File: config.mk
export PLATFORM = sky130hd
export DESIGN_NAME = flash_prog_seq
export DESIGN_NICKNAME = d
export VERILOG_FILES = /design/src/rtl/fps_pkg.sv /design/src/rtl/fps_shifter.sv /design/src/rtl/fps_ctrl.sv /design/src/rtl/flash_prog_seq.sv
export SDC_FILE = /design/constraint.sdc
export NUM_CORES = 1
export LEC_CHECK = 0
export BUFFER_PORTS_ARGS = -buffer_cell sky130_fd_sc_hd__buf_2
export CORE_MARGIN = 8
export CORE_UTILIZATION = 51
export DETAILED_ROUTE_END_ITERATION = 16
export GPL_TIMING_DRIVEN = 0
export PLACE_DENSITY_LB_ADDON = 0.3
export SYNTH_ARGS = -nofsm -noshare
export SYNTH_HDL_FRONTEND = slang
export SYNTH_HIERARCHICAL = 1
export SYNTH_SLANG_ARGS = --single-unit
File: constraint.sdc
create_clock -name clk -period 2.8 [get_ports clk]
set_input_delay 0.7 -clock clk [delete_from_list [all_inputs] [get_ports clk]]
set_output_delay 0.7 -clock clk [all_outputs]
set_load 0.02 [all_outputs]
File: src/rtl/fps_pkg.sv
package fps_pkg;
  typedef enum logic [2:0] {
    ST_IDLE  = 3'd0,
    ST_SHIFT = 3'd1,
    ST_GAP   = 3'd2,
    ST_HOLD  = 3'd3,
    ST_GUARD = 3'd4
  } fps_state_e;

  localparam int BYTE_W = 8;
endpackage

File: src/rtl/fps_shifter.sv
module fps_shifter
  import fps_pkg::*;
(
  input  logic              clk,
  input  logic              rst_n,
  input  logic              run,
  input  logic              load,
  input  logic [BYTE_W-1:0] load_byte,
  input  logic              miso,
  output logic              sck,
  output logic              mosi,
  output logic              byte_end,
  output logic [BYTE_W-1:0] rx_next
);
  localparam int BIT_W = $clog2(BYTE_W);
  localparam logic [BIT_W-1:0] LAST_BIT = BIT_W'(BYTE_W - 1);

  logic              sck_q, sck_d;
  logic              mosi_q, mosi_d;
  logic [BYTE_W-1:0] tx_q, tx_d;
  logic [BYTE_W-1:0] rx_q, rx_d;
  logic [BIT_W-1:0]  bit_q, bit_d;

  assign sck      = sck_q;
  assign mosi     = mosi_q;
  assign rx_next  = {rx_q[BYTE_W-2:0], miso};
  assign byte_end = run && sck_q && (bit_q == LAST_BIT);

  always_comb begin
    sck_d  = sck_q;
    mosi_d = mosi_q;
    tx_d   = tx_q;
    rx_d   = rx_q;
    bit_d  = bit_q;
    if (run) begin
      if (!sck_q) begin
        sck_d = 1'b1;
      end else begin
        sck_d = 1'b0;
        rx_d  = rx_next;
        if (bit_q != LAST_BIT) begin
          bit_d  = bit_q + 1'b1;
          tx_d   = {tx_q[BYTE_W-2:0], 1'b0};
          mosi_d = tx_q[BYTE_W-2];
        end
      end
    end
    if (load) begin
      tx_d   = load_byte;
      mosi_d = load_byte[BYTE_W-1];
      bit_d  = '0;
    end
  end

  always_ff @(posedge clk or negedge rst_n) begin
    if (!rst_n) begin
      sck_q  <= 1'b0;
      mosi_q <= 1'b0;
      tx_q   <= '0;
      rx_q   <= '0;
      bit_q  <= '0;
    end else begin
      sck_q  <= sck_d;
      mosi_q <= mosi_d;
      tx_q   <= tx_d;
      rx_q   <= rx_d;
      bit_q  <= bit_d;
    end
  end

  AST_SCK_ONE_HIGH: assert property (@(posedge clk) disable iff (!rst_n)
    sck_q |=> !sck_q);
  AST_MOSI_STILL: assert property (@(posedge clk) disable iff (!rst_n)
    sck_q |-> $stable(mosi_q));
endmodule

File: src/rtl/fps_ctrl.sv
module fps_ctrl
  import fps_pkg::*;
#(
  parameter int ADDR_BYTES = 3,
  parameter int GAP_W      = 8,
  parameter int CS_GUARD   = 4
) (
  input  logic                    clk,
  input  logic                    rst_n,
  input  logic                    start,
  input  logic                    rd_mode,
  input  logic [BYTE_W-1:0]       opcode,
  input  logic [8*ADDR_BYTES-1:0] addr,
  input  logic [BYTE_W-1:0]       wdata,
  input  logic [GAP_W-1:0]        gap_len,
  input  logic                    byte_end,
  input  logic [BYTE_W-1:0]       rx_next,
  output logic                    run,
  output logic                    load,
  output logic [BYTE_W-1:0]       load_byte,
  output logic                    cs_n,
  output logic                    busy,
  output logic                    done,
  output logic [BYTE_W-1:0]       rdata
);
  localparam int ADDR_W = 8 * ADDR_BYTES;
  localparam int IDX_W  = $clog2(ADDR_BYTES + 2);
  localparam int GRD_W  = $clog2(CS_GUARD + 1);
  localparam logic [IDX_W-1:0] PROG_LAST = IDX_W'(ADDR_BYTES + 1);
  localparam logic [IDX_W-1:0] READ_LAST = IDX_W'(1);

  fps_state_e         st_q, st_d;
  logic [IDX_W-1:0]   idx_q, idx_d, nidx, last_idx;
  logic [GAP_W-1:0]   gcnt_q, gcnt_d, gap_q, gap_d;
  logic [GRD_W-1:0]   grd_q, grd_d;
  logic [ADDR_W-1:0]  addr_q, addr_d;
  logic [BYTE_W-1:0]  wd_q, wd_d, rdata_q, rdata_d, next_byte;
  logic               rd_q, rd_d, cs_n_q, cs_n_d, busy_q, busy_d, done_q, done_d;

  assign run      = (st_q == ST_SHIFT);
  assign cs_n     = cs_n_q;
  assign busy     = busy_q;
  assign done     = done_q;
  assign rdata    = rdata_q;
  assign nidx     = idx_q + 1'b1;
  assign last_idx = rd_q ? READ_LAST : PROG_LAST;

  always_comb begin
    next_byte = wd_q;
    for (int k = 1; k <= ADDR_BYTES; k++) begin
      if (int'(nidx) == k) next_byte = addr_q[8*(ADDR_BYTES-k) +: 8];
    end
    if (rd_q) next_byte = '0;
  end

  always_comb begin
    st_d      = st_q;
    idx_d     = idx_q;
    gcnt_d    = gcnt_q;
    grd_d     = grd_q;
    cs_n_d    = cs_n_q;
    busy_d    = busy_q;
    done_d    = 1'b0;
    rdata_d   = rdata_q;
    addr_d    = addr_q;
    wd_d      = wd_q;
    gap_d     = gap_q;
    rd_d      = rd_q;
    load      = 1'b0;
    load_byte = opcode;
    unique case (st_q)
      ST_IDLE: if (start) begin
        load   = 1'b1;
        st_d   = ST_SHIFT;
        cs_n_d = 1'b0;
        busy_d = 1'b1;
        idx_d  = '0;
        addr_d = addr;
        wd_d   = wdata;
        gap_d  = gap_len;
        rd_d   = rd_mode;
      end
      ST_SHIFT: if (byte_end) begin
        if (idx_q == last_idx) begin
          st_d = ST_HOLD;
          if (rd_q) rdata_d = rx_next;
        end else begin
          load      = 1'b1;
          load_byte = next_byte;
          idx_d     = nidx;
          if (gap_q != '0) begin
            st_d   = ST_GAP;
            gcnt_d = gap_q;
          end
        end
      end
      ST_GAP: begin
        if (gcnt_q <= GAP_W'(1)) st_d = ST_SHIFT;
        else gcnt_d = gcnt_q - 1'b1;
      end
      ST_HOLD: begin
        cs_n_d = 1'b1;
        st_d   = ST_GUARD;
        grd_d  = GRD_W'(CS_GUARD - 1);
      end
      ST_GUARD: begin
        if (grd_q == '0) begin
          st_d   = ST_IDLE;
          busy_d = 1'b0;
          done_d = 1'b1;
        end else begin
          grd_d = grd_q - 1'b1;
        end
      end
      default: st_d = ST_IDLE;
    endcase
  end

  always_ff @(posedge clk or negedge rst_n) begin
    if (!rst_n) begin
      st_q    <= ST_IDLE;
      idx_q   <= '0;
      gcnt_q  <= '0;
      grd_q   <= '0;
      cs_n_q  <= 1'b1;
      busy_q  <= 1'b0;
      done_q  <= 1'b0;
      rdata_q <= '0;
      addr_q  <= '0;
      wd_q    <= '0;
      gap_q   <= '0;
      rd_q    <= 1'b0;
    end else begin
      st_q    <= st_d;
      idx_q   <= idx_d;
      gcnt_q  <= gcnt_d;
      grd_q   <= grd_d;
      cs_n_q  <= cs_n_d;
      busy_q  <= busy_d;
      done_q  <= done_d;
      rdata_q <= rdata_d;
      addr_q  <= addr_d;
      wd_q    <= wd_d;
      gap_q   <= gap_d;
      rd_q    <= rd_d;
    end
  end

  AST_DONE_SINGLE: assert property (@(posedge clk) disable iff (!rst_n)
    done_q |=> !done_q);
  AST_BUSY_NEEDS_START: assert property (@(posedge clk) disable iff (!rst_n)
    $rose(busy_q) |-> $past(start));
  AST_GAP_KEEPS_CS: assert property (@(posedge clk) disable iff (!rst_n)
    (st_q == ST_GAP) |-> !cs_n_q);
  AST_CS_RISE_BUSY: assert property (@(posedge clk) disable iff (!rst_n)
    $rose(cs_n_q) |-> busy_q);
endmodule

File: src/rtl/flash_prog_seq.sv
module flash_prog_seq
  import fps_pkg::*;
#(
  parameter int ADDR_BYTES = 3,
  parameter int GAP_W      = 8,
  parameter int CS_GUARD   = 4
) (
  input  logic                    clk,
  input  logic                    rst_n,
  input  logic                    start,
  input  logic                    rd_mode,
  input  logic [7:0]              opcode,
  input  logic [8*ADDR_BYTES-1:0] addr,
  input  logic [7:0]              wdata,
  input  logic [GAP_W-1:0]        gap_len,
  output logic                    busy,
  output logic                    done,
  output logic [7:0]              rdata,
  output logic                    sck,
  output logic                    cs_n,
  output logic                    mosi,
  input  logic                    miso
);
  logic [1:0]        rst_sync_q;
  logic              rst_n_s;
  logic              run, load, byte_end;
  logic [BYTE_W-1:0] load_byte, rx_next;

  always_ff @(posedge clk or negedge rst_n) begin
    if (!rst_n) rst_sync_q <= 2'b00;
    else        rst_sync_q <= {rst_sync_q[0], 1'b1};
  end
  assign rst_n_s = rst_sync_q[1];

  fps_ctrl #(
    .ADDR_BYTES(ADDR_BYTES),
    .GAP_W     (GAP_W),
    .CS_GUARD  (CS_GUARD)
  ) u_ctrl (
    .clk      (clk),
    .rst_n    (rst_n_s),
    .start    (start),
    .rd_mode  (rd_mode),
    .opcode   (opcode),
    .addr     (addr),
    .wdata    (wdata),
    .gap_len  (gap_len),
    .byte_end (byte_end),
    .rx_next  (rx_next),
    .run      (run),
    .load     (load),
    .load_byte(load_byte),
    .cs_n     (cs_n),
    .busy     (busy),
    .done     (done),
    .rdata    (rdata)
  );

  fps_shifter u_shift (
    .clk      (clk),
    .rst_n    (rst_n_s),
    .run      (run),
    .load     (load),
    .load_byte(load_byte),
    .miso     (miso),
    .sck      (sck),
    .mosi     (mosi),
    .byte_end (byte_end),
    .rx_next  (rx_next)
  );

  AST_SCK_IDLE_LOW: assert property (@(posedge clk) disable iff (!rst_n_s)
    cs_n |-> !sck);
  AST_CS_LEADS_SCK: assert property (@(posedge clk) disable iff (!rst_n_s)
    $rose(sck) |-> !$past(cs_n));
endmodule

* Word-level counts from Yosys, hierarchy flattened
Index checks and enable logic that the tools add are counted.
** Operators by class
- Multiplexer cells :: 50
- Eq/ne operators :: 19
- Reductions and logical operators :: 23
- Order comparisons :: 1
- Add/sub/neg operators :: 4
** Operators by type and width (number)
- 8-bit two-way mux :: 11
- 3-bit two-way mux :: 15
- 7-bit two-way mux :: 4
- 8-bit case mux with 2 select lines :: 1
- 2-bit nonzero test :: 8
- 3-bit case mux with 5 select lines :: 1
- 1-bit two-way mux :: 13
- 3-bit == test (second input constant) :: 4
- 3-bit case mux with 2 select lines :: 2
- 2-bit inequality test (second input constant) :: 5
- 5-bit AND reduction :: 2
- 3-bit by 2-bit == test with 1-bit output (second input constant) :: 3
- 8-bit by 1-bit <= comparator with 1-bit output (second input constant) :: 1
- 2-bit AND reduction :: 4
- 4-bit AND reduction :: 2
- 8-bit nonzero test :: 1
- 8-bit by 1-bit subtractor with 8-bit output (second input constant) :: 1
- 3-bit by 1-bit adder with 3-bit output (second input constant) :: 2
- 3-bit logical NOT :: 2
- 2-bit by 1-bit inequality test with 1-bit output (second input constant) :: 3
- 1-bit case mux with 2 select lines :: 3
- 3-bit AND reduction :: 2
- 3-bit by 1-bit == test with 1-bit output (second input constant) :: 1
- 3-bit == test :: 1
- other kinds (4) :: 5
** Storage, ports and cells
- Word-level logic and storage cells :: 115
- Bits in registers :: 90
- Output and inout port bits :: 13
- Input bits :: 53

* Logic depth before layout (Yosys ltp)
- Word-level depth :: 10
- Depth in mapped cells :: 12
- Mapped depth without buffers :: 10

* Modules after synthesis
Netlist, hierarchy kept.
** Modules (own cells, without submodules)
- fps_ctrl :: area an instance 3413.3 um^2, cells each 371, sequential area each 1727.9 um^2, instances 1
- fps_shifter :: area an instance 828.3 um^2, cells each 76, sequential area each 475.5 um^2, instances 1
- flash_prog_seq :: area an instance 53.8 um^2, cells each 3, sequential area each 50.0 um^2, instances 1

* Worst setup path before layout
No wires, ideal clock.
- Path kind :: register to register
- Start point :: register u_ctrl.st_q[0]
- End point :: register u_shift.tx_q[1]
- Buffers on the path :: 2
- Arrival :: 2.522 ns
- Slack :: 0.201 ns
- Data required time :: 2.723 ns
- Setup time :: 0.077 ns
- Clock period less this slack :: 2.599 ns
- Stages on the path, launching flop included :: 13
- Cell sequence :: dfrtp_1 > clkbuf_2 > nor2b_1 > nor2b_1 > and3_1 > and4bb_2 > nand3_4 > or3b_1 > buf_4 > a211oi_2 > a221o_1 > nor2b_1 > a21oi_1
** Between the ends
- Elaborated cells between the ends (all ways) :: 13
- Classes of those cells :: eq/ne (1); mux (5); reduce/logical (7)
** RTL lines
- start: declaration :: RTL line fps_ctrl.sv:32 : fps_state_e st_q, st_d;
- start signal: assignment :: RTL line fps_ctrl.sv:134 : st_q <= st_d;
- 3-bit by 1-bit == test with 1-bit output :: RTL line fps_ctrl.sv:40 : assign run = (st_q == ST_SHIFT);
- net run :: RTL line flash_prog_seq.sv:26 : logic run, load, byte_end;
- 1-bit logical AND (2 in series) :: RTL line fps_shifter.sv:27 : assign byte_end = run && sck_q && (bit_q == LAST_BIT);
- net byte_end :: RTL line flash_prog_seq.sv:26
- 8-bit two-way mux :: RTL line fps_ctrl.sv:83 : ST_SHIFT: if (byte_end) begin
- 8-bit two-way mux :: RTL line fps_ctrl.sv:71 : unique case (st_q)
- net load_byte[1] :: RTL line flash_prog_seq.sv:27 : logic [BYTE_W-1:0] load_byte, rx_next;
- 7-bit two-way mux :: RTL line fps_shifter.sv:48 : if (load) begin
- end signal: assignment :: RTL line fps_shifter.sv:65 : tx_q <= tx_d;
- end: declaration :: RTL line fps_shifter.sv:20 : logic [BYTE_W-1:0] tx_q, tx_d;
The timed path passes the listed nets, and every way through them passes these cells.
A chain may end at the register's enable or synchronous reset.

* Worst setup path after layout
- Start point :: register u_ctrl.st_q[2]
- End point :: register u_shift.mosi_q, in the netlist u_shift/mosi
** Between the ends
- Elaborated cells between the ends (all ways) :: 13
- Classes of those cells :: eq/ne (1); mux (5); reduce/logical (7)
** RTL lines
- 3-bit by 1-bit == test with 1-bit output :: RTL line fps_ctrl.sv:40
- net run :: RTL line flash_prog_seq.sv:26
- 1-bit logical AND (2 in series) :: RTL line fps_shifter.sv:27
- net byte_end :: RTL line flash_prog_seq.sv:26
- 8-bit two-way mux :: RTL line fps_ctrl.sv:83
- 8-bit two-way mux :: RTL line fps_ctrl.sv:71
- net load_byte[7] :: RTL line flash_prog_seq.sv:27
- 1-bit two-way mux :: RTL line fps_shifter.sv:48
- end signal: assignment :: RTL line fps_shifter.sv:64 : mosi_q <= mosi_d;
- end: declaration :: RTL line fps_shifter.sv:19 : logic mosi_q, mosi_d;
The timed path passes the listed nets, and every way through them passes these cells.

==> results summary <==
The flow ran to the end, and the final reports show no timing, DRC or antenna violations. The post-route total power is roughly 4500 uW. STA classifies the critical path endpoint as a flop. For this design the ratio of total power to cell area is between 800 and 900 mW/mm^2.

The number of levels the H-tree was split into came out at 3. Clock skew on the completed layout was measured at between 0.015 and 0.02 ns. The number of fill cells is 717. The number of remaining DRC errors is 0. The max-slew violation count is 0. The portion of synthesized cell area occupied by the leading cell type is approximately half. The estimated wirelength of the detail-placed design is roughly 6.8 mm. At the pin with the least slew margin, the transition time is 1.25 ns. The sequential share of power came out at between 40% and 50%. The number of enable-type register cells in the synthesized netlist is 0. The most frequent cell after synthesis is sky130_fd_sc_hd__nand2_1. The share of the clock period used by the worst path is a little over nine tenths. Before antenna repair, the detailed router went through 4 iterations. The smallest hold slack is just over 0.1 ns. The clock passes through at most 2 buffers. The clock buffer count from CTS came out at 9. The tightest min-delay check is of the in -> async type.

The number of synthesized register bits came out at 90. The area of the placeable core is slightly above 0.008 sq mm. Among all flip-flop cells after synthesis, the most frequent one is sky130_fd_sc_hd__dfrtp_1. For this block, the via count after detailed routing is roughly 3.4k. The data arrival time of the worst path is ~3 ns.

The worst slack at placement came out at -0.355 ns. The horizontal die dimension is 108 um. In this run the tool buffered the top-level ports with 65 buffer cells. The height of the chip came out at 108 um. Headroom to the max-slew limit came out at about 16%. Sorting the synthesized cells by area gives the leading types as sky130_fd_sc_hd__dfrtp_1 52%, sky130_fd_sc_hd__nand2_1 14%, sky130_fd_sc_hd__mux2_2 3.9%, sky130_fd_sc_hd__ha_1 2.9%, sky130_fd_sc_hd__a21oi_1 2.8%. Relative to the synthesized area, the layout overhead comes to 17.7%. The placement row count is 33.

The starting DRC count in detailed routing is approximately 150. The unique cell type count in the Yosys netlist is 52. Routability-driven placement finished with a final weighted congestion of about 0.84.

The analysis attributes to cell leakage a power of ~0.0025 uW. The placed instances occupy a cell area of ~0.0048 sq mm. The number of antenna-violating nets in the routed design is 0. The type of element launching the critical path is a flop. The depth of the most critical reg-to-reg path came out at 12. The total global routing track utilization is between 10% and 20%. In the final layout, flip-flops and latches occupy ~0.0023 sq mm. The total number of clock tree sinks is 90. The worst setup path is of the reg -> reg kind.

The average via count per standard cell is between 5 and 6. Pin placement for this block handled between 60 and 70 I/O pins. The share of power burned in combinational logic is approximately 34%.

Summing all multi-input logic gate instances after layout gives about 0.0019 sq mm. Once the floorplan was initialized, standard cells occupied 52.5% of the core. The total inserted antenna cells came out at 0.

The time the final worst path needs with I/O delays and setup is 2.67 ns. The cell internal power dissipation came out at 2780 uW. At the worst endpoint, the required time is roughly 3.1 ns. The achievable frequency is about 370 MHz.

The hold violation count in the final report came out at 0. The count of synthesis-stage warnings from yosys came out at 6. The post-CTS clock slew at the launch and capture registers of the worst setup and hold paths came out at roughly 0.090 ns. The share of flip-flops with an asynchronous set or reset after synthesis came out at between 90% and 100%. Of all nets on the critical path, the largest fanout is 9. After routing the design area is roughly 0.0051 sq mm. The number of nets handed over by synthesis was between 500 and 600.

The number of buffers added to fix hold violations after cts came out at 0. The net count of the finished layout is just under 600. The clock reaches the later pin of the worst-skew pair after roughly 0.37 ns.

By count the netlist is led by 161 x sky130_fd_sc_hd__nand2_1, 89 x sky130_fd_sc_hd__dfrtp_1, 24 x sky130_fd_sc_hd__a21oi_1. The utilization after layout is 61.8%. The share of final-layout standard cells stronger than drive strength 1 is ~24%. The routed length per instance came out at ~15 um. The mean cell area of the mapped netlist came out at 9.55 sq um. The synthesized cell area is 0.00430 sq mm. Summed over all instances, the cell type with the most area after synthesis is sky130_fd_sc_hd__dfrtp_1. The fraction of the yosys area taken by sequential cells is between 50% and 60%. The setup check on the worst reg-to-reg path leaves a slack of ~0.13 ns. The first global-routing pass estimated 16.0 mm of wire. The number of cells produced by synthesis came out at 450.

The reported net switching power is around 1700 uW. The clock tree from TritonCTS is yes. The number of maximum-capacitance violations came out at 0. The clock group share of total power came out at a little under a fifth. Wires add up to approximately 9.5 mm.

Entering global routing, the biggest net connects a little under 50 pins. The switching part of the total is between 30% and 40%. The die covers roughly 0.012 sq mm. The worst register-to-register path begins at u_ctrl/st_q[2]$_DFFE_PN0P_.

The final setup slack of the worst path came out at 0.132 ns. Setup violations remaining at the end of the flow were counted as 0. Clock tree synthesis selected as its root buffer the cell sky130_fd_sc_hd__clkbuf_8. The total grt overflow is 0.

IR analysis of the VDD net gives a maximum drop of approximately 550 uV. The number of antenna violations at the first check in global routing came to 0. The via count of the first global-routing pass is approximately 3.5k.

The capture instance of the worst register-to-register path is u_shift/mosi$_DFFE_PN0P_.
cells by family after synthesis:
| logic type | Yosys count | synth area share [%] |
|---|---|---|
| xor gates and xnor gates | 3 | 0.612 |
| other | 1 | 0.0873 |
| buffers and inverters | 28 | 2.97 |
| AOI/OAI and AO/OA | 72 | 12.2 |
| muxes | 25 | 6.26 |
| DFF | 90 | 52.5 |
| and+or+nand+nor | 221 | 22.5 |
| adders and majority gates | 10 | 2.91 |
worst max-delay path by stage:
stage / startpoint / end / slack (ns) / cells after the start
2_1_floorplan: rst_sync_q[1]$_DFF_PN0_ / u_ctrl/addr_q[0]$_DFFE_PN0P_ / 0.11 / 0
3_3_place_gp: rst_sync_q[1]$_DFF_PN0_ / u_ctrl/gap_q[1]$_DFFE_PN0P_ / -0.84 / 0
3_5_place_dp: u_ctrl/st_q[0]$_DFFE_PN0P_ / u_shift/mosi$_DFFE_PN0P_ / -0.36 / 10
4_1_cts: u_ctrl/st_q[0]$_DFFE_PN0P_ / u_shift/tx_q[4]$_DFFE_PN0P_ / 0.03 / 12
5_1_grt: u_ctrl/st_q[0]$_DFFE_PN0P_ / u_shift/tx_q[4]$_DFFE_PN0P_ / -0.02 / 12
6_report: u_ctrl/st_q[2]$_DFFE_PN0P_ / u_shift/mosi$_DFFE_PN0P_ / 0.13 / 12
power groups by stage:
stage / combinational, uW / clock [uW] / sequential [uW]
floorplan: 1100 / 0 / 2100
global placement: 1400 / 0 / 2140
detailed placement: 1470 / 0 / 2160
CTS: 1490 / 858 / 2130
global route: 1740 / 907 / 2200
finish: 1530 / 839 / 2140
layout by cell type (no fill, tap or decap), types with 2 or more instances in the layout:
cell,n
sky130_fd_sc_hd__o211ai_1,4
sky130_fd_sc_hd__buf_2,67
sky130_fd_sc_hd__nand4_1,2
sky130_fd_sc_hd__nor2b_1,8
sky130_fd_sc_hd__o21ai_0,13
sky130_fd_sc_hd__ha_1,10
sky130_fd_sc_hd__buf_4,12
sky130_fd_sc_hd__inv_1,8
sky130_fd_sc_hd__nor4_1,3
sky130_fd_sc_hd__o32ai_1,3
sky130_fd_sc_hd__nand2_1,161
sky130_fd_sc_hd__a32o_1,2
sky130_fd_sc_hd__dfrtp_1,88
sky130_fd_sc_hd__nand3b_1,2
sky130_fd_sc_hd__nand3_1,6
sky130_fd_sc_hd__a21oi_1,24
sky130_fd_sc_hd__nor2b_4,2
sky130_fd_sc_hd__a211oi_2,7
sky130_fd_sc_hd__nor2_1,19
sky130_fd_sc_hd__inv_8,2
sky130_fd_sc_hd__clkbuf_8,9
sky130_fd_sc_hd__nand2b_1,4
sky130_fd_sc_hd__mux2_2,15
sky130_fd_sc_hd__mux2i_1,10
sky130_fd_sc_hd__or3_1,2
sky130_fd_sc_hd__xnor2_1,2
sky130_fd_sc_hd__clkbuf_1,10
sky130_fd_sc_hd__a211oi_1,2
sky130_fd_sc_hd__clkinvlp_4,4
sky130_fd_sc_hd__a221o_1,8
final cells by class:
type | instances | area share (%)
plain buffers | 19 | 1.93
clock buffers | 9 | 2.45
clock inverters | 7 | 1.21
inverters | 8 | 0.594
multi-input cells | 332 | 38.4
flip-flops and latches | 90 | 44.6
well taps | 105 | 2.60
repair buffers | 74 | 8.17
per-layer routing:
| metal | up-vias | routed length [um] | GRT usage, % |
|---|---|---|---|
| li1 | 1690 | - | - |
| met1 | 1650 | 4300 | 21.6 |
| met2 | 81 | 4540 | 28.0 |
| met3 | 16 | 426 | 3.71 |
| met4 | 0 | 200 | 7.04 |
| met5 | - | 0 | 0 |
flip-flops by register name, summed over array words and instances, names as in the netlist, 2 cells and up:
signal,flops
u_shift/rx_q,7
u_ctrl/addr_q,24
u_shift/tx_q,7
u_ctrl/rdata,8
u_ctrl/gap_q,8
u_ctrl/wd_q,8
u_ctrl/gcnt_q,8
u_ctrl/grd_q,3
rst_sync_q,2
u_shift/bit_q,3
u_ctrl/idx_q,3
u_ctrl/st_q,3
repair_timing:
item | in CTS | in global routing
pin swaps | 0 | 0
cloned | 0 | 0
gates resized for setup | 5 | 6
setup endpoints to repair | 11 | 11
buffers inserted | 0 | 8
endpoints found under the hold margin | 0 | 0
stage by stage:
stage | std cells | TNS (ns)
2_1_floorplan | 450 | 0
3_3_place_gp | 620 | -75.91
3_5_place_dp | 621 | -3.31
4_1_cts | 636 | 0
5_1_grt | 644 | -0.0199
6_report | 644 | 0
worst max-delay path: stages, from the launching register on:
cell                       delay (ns)
sky130_fd_sc_hd__dfrtp_1         0.38
sky130_fd_sc_hd__buf_6           0.14
sky130_fd_sc_hd__nor2b_4         0.16
sky130_fd_sc_hd__nor2b_4         0.22
sky130_fd_sc_hd__and3_1          0.20
sky130_fd_sc_hd__and4bb_2        0.29
sky130_fd_sc_hd__nand3_4         0.12
sky130_fd_sc_hd__or3b_1          0.36
sky130_fd_sc_hd__buf_4           0.19
sky130_fd_sc_hd__a211oi_2        0.21
sky130_fd_sc_hd__a221o_1         0.15
sky130_fd_sc_hd__nor2b_1         0.05
sky130_fd_sc_hd__a21oi_1         0.12
Note: power is estimated with default switching activity, not from simulation.
